[src/rtl/row_retention.sv]
module row_retention #(
    parameter int ROW_W = 4,
    parameter int LIMIT = 2000
) (
    input  logic             clk,
    input  logic             rst_n,
    input  logic             open_en,
    input  logic [ROW_W-1:0] open_row,
    input  logic             hold_en,
    input  logic [ROW_W-1:0] hold_row,
    output logic [(1<<ROW_W)-1:0] row_ok
);
    localparam int ROWS  = 1 << ROW_W;
    localparam int CNT_W = $clog2(LIMIT + 2);
    localparam logic [CNT_W-1:0] CNT_SAT = CNT_W'(LIMIT + 1);
    localparam logic [CNT_W-1:0] CNT_LIM = CNT_W'(LIMIT);

    for (genvar r = 0; r < ROWS; r++) begin : g_row
        logic [CNT_W-1:0] age_q;
        logic             touch;

        assign touch = (open_en && open_row == ROW_W'(r)) ||
                       (hold_en && hold_row == ROW_W'(r));

        always_ff @(posedge clk) begin
            if (!rst_n)                age_q <= '0;
            else if (touch)            age_q <= '0;
            else if (age_q != CNT_SAT) age_q <= age_q + 1'b1;
        end

        assign row_ok[r] = (age_q <= CNT_LIM);
    end


    refreshed_after_open_chk: assert property (@(posedge clk) disable iff (!rst_n)
        open_en |=> row_ok[$past(open_row)]);
endmodule

[config.mk]
export PLATFORM = sky130hd
export DESIGN_NAME = row_retention
export DESIGN_NICKNAME = d
export VERILOG_FILES = /design/src/rtl/row_retention.sv
export SDC_FILE = /design/constraint.sdc
export NUM_CORES = 1
export LEC_CHECK = 0
export BUFFER_PORTS_ARGS = -buffer_cell sky130_fd_sc_hd__buf_2
export CELL_PAD_IN_SITES_DETAIL_PLACEMENT = 1
export CELL_PAD_IN_SITES_GLOBAL_PLACEMENT = 2
export CORE_MARGIN = 5
export CORE_UTILIZATION = 42
export DETAILED_ROUTE_END_ITERATION = 8
export GPL_ROUTABILITY_DRIVEN = 0
export PLACE_DENSITY_LB_ADDON = 0.1
export SYNTH_ARGS = -nofsm -noshare
export SYNTH_HDL_FRONTEND = slang
export SYNTH_SLANG_ARGS = --single-unit
[constraint.sdc]
create_clock -name clk -period 2.1 [get_ports clk]
set_clock_uncertainty 0.2 [all_clocks]
set_input_delay 0.42 -clock clk [delete_from_list [all_inputs] [get_ports clk]]
set_output_delay 0.42 -clock clk [all_outputs]
set_load 0.02 [all_outputs]
==> metrics.txt <==
Crit path arrival time=1580 ps; Pwr Total=7.44 mW; P_int=5.55 mW; routed length per instance=14.2 um; largest net degree at the start of global routing=17; CTS sink count=176; Core ar.=20900 um^2; DPL Wire Length=13100 um; worst skew pair latency=430 ps; total global routing track utilization=16.4%; FF+latch count, synth=176; share of post-route cells with drive strength above 1=20.3%; worst setup margin=-97.8 ps; xor/xnor share of the synthesized area=14.3%; Yosys warnings=0; antenna viol nets, final=0; Async SR Flop Fraction=0%; vias in the first global route=7111; switch share=25.4%; Post-layout nets=1137; multi-input logic area=5290 um^2; clock power share=43.4%; post-synthesis sequential area ratio=39.8%; max FFs per register=176; Row Count=53; Synth cell types=38; first-pass GRT wire length=33400 um; first drt pass iteration count=4; final setup fails=1; H-tree depth=4; # diodes=0; Rel. slew slack=41.2%; Critical Path Start Type=register; failing checks=setup timing; Worst setup EP type=output port; Area growth, synth to finish=18.4%; CTS clk-pin slew, worst paths=70 ps; CTS Hold Bufs=0; initial antenna violation count=1; number of max-cap violations=0; Post-Synthesis Cells=1005; synthesized-area fraction occupied by adder cells=6.79%; fin util=50.2%; Initial Util=42.4%; setup TNS=-97.8 ps; Peak Freq=0.455 GHz; die area=24100 um^2; leakage power=3.82 nW; minimum hold slack=317 ps; synthesized area=8850 um^2; R2R Setup Slk=500 ps; Detailed Route Iter0 Violations=270; combinational group share of total power=9.3%; WL final=19300 um; Psw=1.89 mW; Max Slew Vio Count=0; actual slew at the worst max-slew pin=880 ps; via count=7011; CTS root buf=clkbuf_16; CTS tree=yes; fin crit period=2200 ps; sequential share of power=47.3%; Place WS=148 ps; M1 GR Usage=20.9%; port buffer count=27; top flop regs=g_row.age_q (176); Max VDD drop=0.404 mV; crit-path max FO=2; RSZ-0062 raised after global routing=yes; Largest Register=g_row.age_q; Num CTS Buffers=17; syn nets=1065; die width=155 um; M2 GR Usage=28.4%; PwrDens=710 nW/um^2; largest family of logic cells by synthesized area=simple AND/OR/NAND/NOR gates; grt ovf=0; Via-to-Cell Ratio=5.14; Synth Flop Type=dfxtp_1; syn_area_per_cell=8.81 um^2; Bufs on Longest Clock Path=2; CP Class=reg -> out; grt peak-use layer=met2; Synth Area in Simple Gates=30.6%; Die Height=155 um; I/O pin count=28; compound-gate portion of the synthesized area=4.14%; number of synthesized flops with an enable pin=0; met3 usage=3.00%; fill count=2448; status=finished with violations; worst hold path type=reg -> reg; Critical Path RT=1480 ps; DRC=0; final-report hold violation count=0; Period Utilization, post-route=105%; FF/Latch Area=3600 um^2; post-synthesis mux area share=1.81%
-- worst paths after layout --
path         cells past startpoint                from                 end
max                              6  g_row[10].age_q[0]          row_ok[10]
min                              2  g_row[11].age_q[9]  g_row[11].age_q[9]
max reg2reg                      7   g_row[2].age_q[1]   g_row[2].age_q[8]
min reg2reg                      2  g_row[11].age_q[9]  g_row[11].age_q[9]
-- layout by cell type (no fill, tap or decap), types with 16 or more instances in the layout --
| master | n |
|---|---|
| nor2_1 | 186 |
| dfxtp_1 | 130 |
| xor2_1 | 84 |
| nand3_1 | 73 |
| nand2_1 | 62 |
| xnor2_1 | 60 |
| buf_4 | 60 |
| nand4_1 | 44 |
| dfxtp_2 | 38 |
| ha_1 | 35 |
| and4_1 | 26 |
| nand3b_1 | 21 |
| nor3_1 | 19 |
| inv_2 | 18 |
| clkbuf_16 | 17 |
| o211ai_1 | 16 |
| nand2b_1 | 16 |
| a21oi_1 | 16 |
| mux2i_1 | 16 |
-- kinds of logic after synthesis --
family,after synthesis
AOI/OAI and AO/OA,52
xor gates and xnor gates,144
adders and majority gates,48
buffers and inverters,54
DFF,176
muxes,16
and+or+nand+nor,515
-- power groups by stage --
stage | Combinational (mW) | Sequential, mW | Clock, mW
6_report | 0.694 | 3.52 | 3.23
5_1_grt | 0.791 | 3.53 | 3.48
4_1_cts | 0.602 | 3.50 | 3.35
3_5_place_dp | 0.535 | 3.59 | 0
3_3_place_gp | 0.524 | 3.59 | 0
2_1_floorplan | 0.339 | 3.60 | 0
-- synthesized netlist by cell type (15+ instances only) --
cell type  instances  area, um^2
a21boi_0          15         113
a21oi_1           17        85.1
and4_1            27         236
buf_2             17        85.1
dfxtp_1          176        3520
ha_1              48         601
inv_1             34         128
mux2i_1           16         160
nand2_1           63         236
nand2b_1          16         100
nand3_1           73         365
nand3b_1          21         158
nand4_1           44         275
nor2_1           189         709
nor3_1            19        95.1
nor4b_1           15         131
o211ai_1          16         120
xnor2_1           60         526
xor2_1            84         736
-- timing repair --
item,CTS,global route
resized for setup,58,90
pin swaps,5,24
setup buffers,10,13
setup endpoints to repair,16,16
-- metrics by stage --
stage | cell area [um^2] | cells
after floorplan | 8850 | 1005
after global placement | 9400 | 1310
after detailed placement | 9400 | 1310
after CTS | 10200 | 1351
after global routing | 10500 | 1364
final | 10500 | 1364
-- metal layers --
metal  share of wire [%]  vias up
li1                    -     3593
met1                  48     3351
met2                  49       43
met3                 1.9       22
met4                 1.2        2
met5               0.036        -
-- final cells by class --
type	instances	area share (%)
Inverter	34	1.27
Timing Repair Buffer	73	4.98
Clock inverter	12	1.41
Tap cell	275	3.28
Sequential cell	176	34.4
Clock buffer	19	4.23
Multi-Input combinational cell	775	50.5
-- critical path, cell delays in order (launching register included) --
cell and delay (ps):
dfxtp_2 320, inv_1 60, ha_4 150, nand2_2 50, a21oi_2 40, or3_4 390
buf_6 140
(Power assumes the default switching activity.)
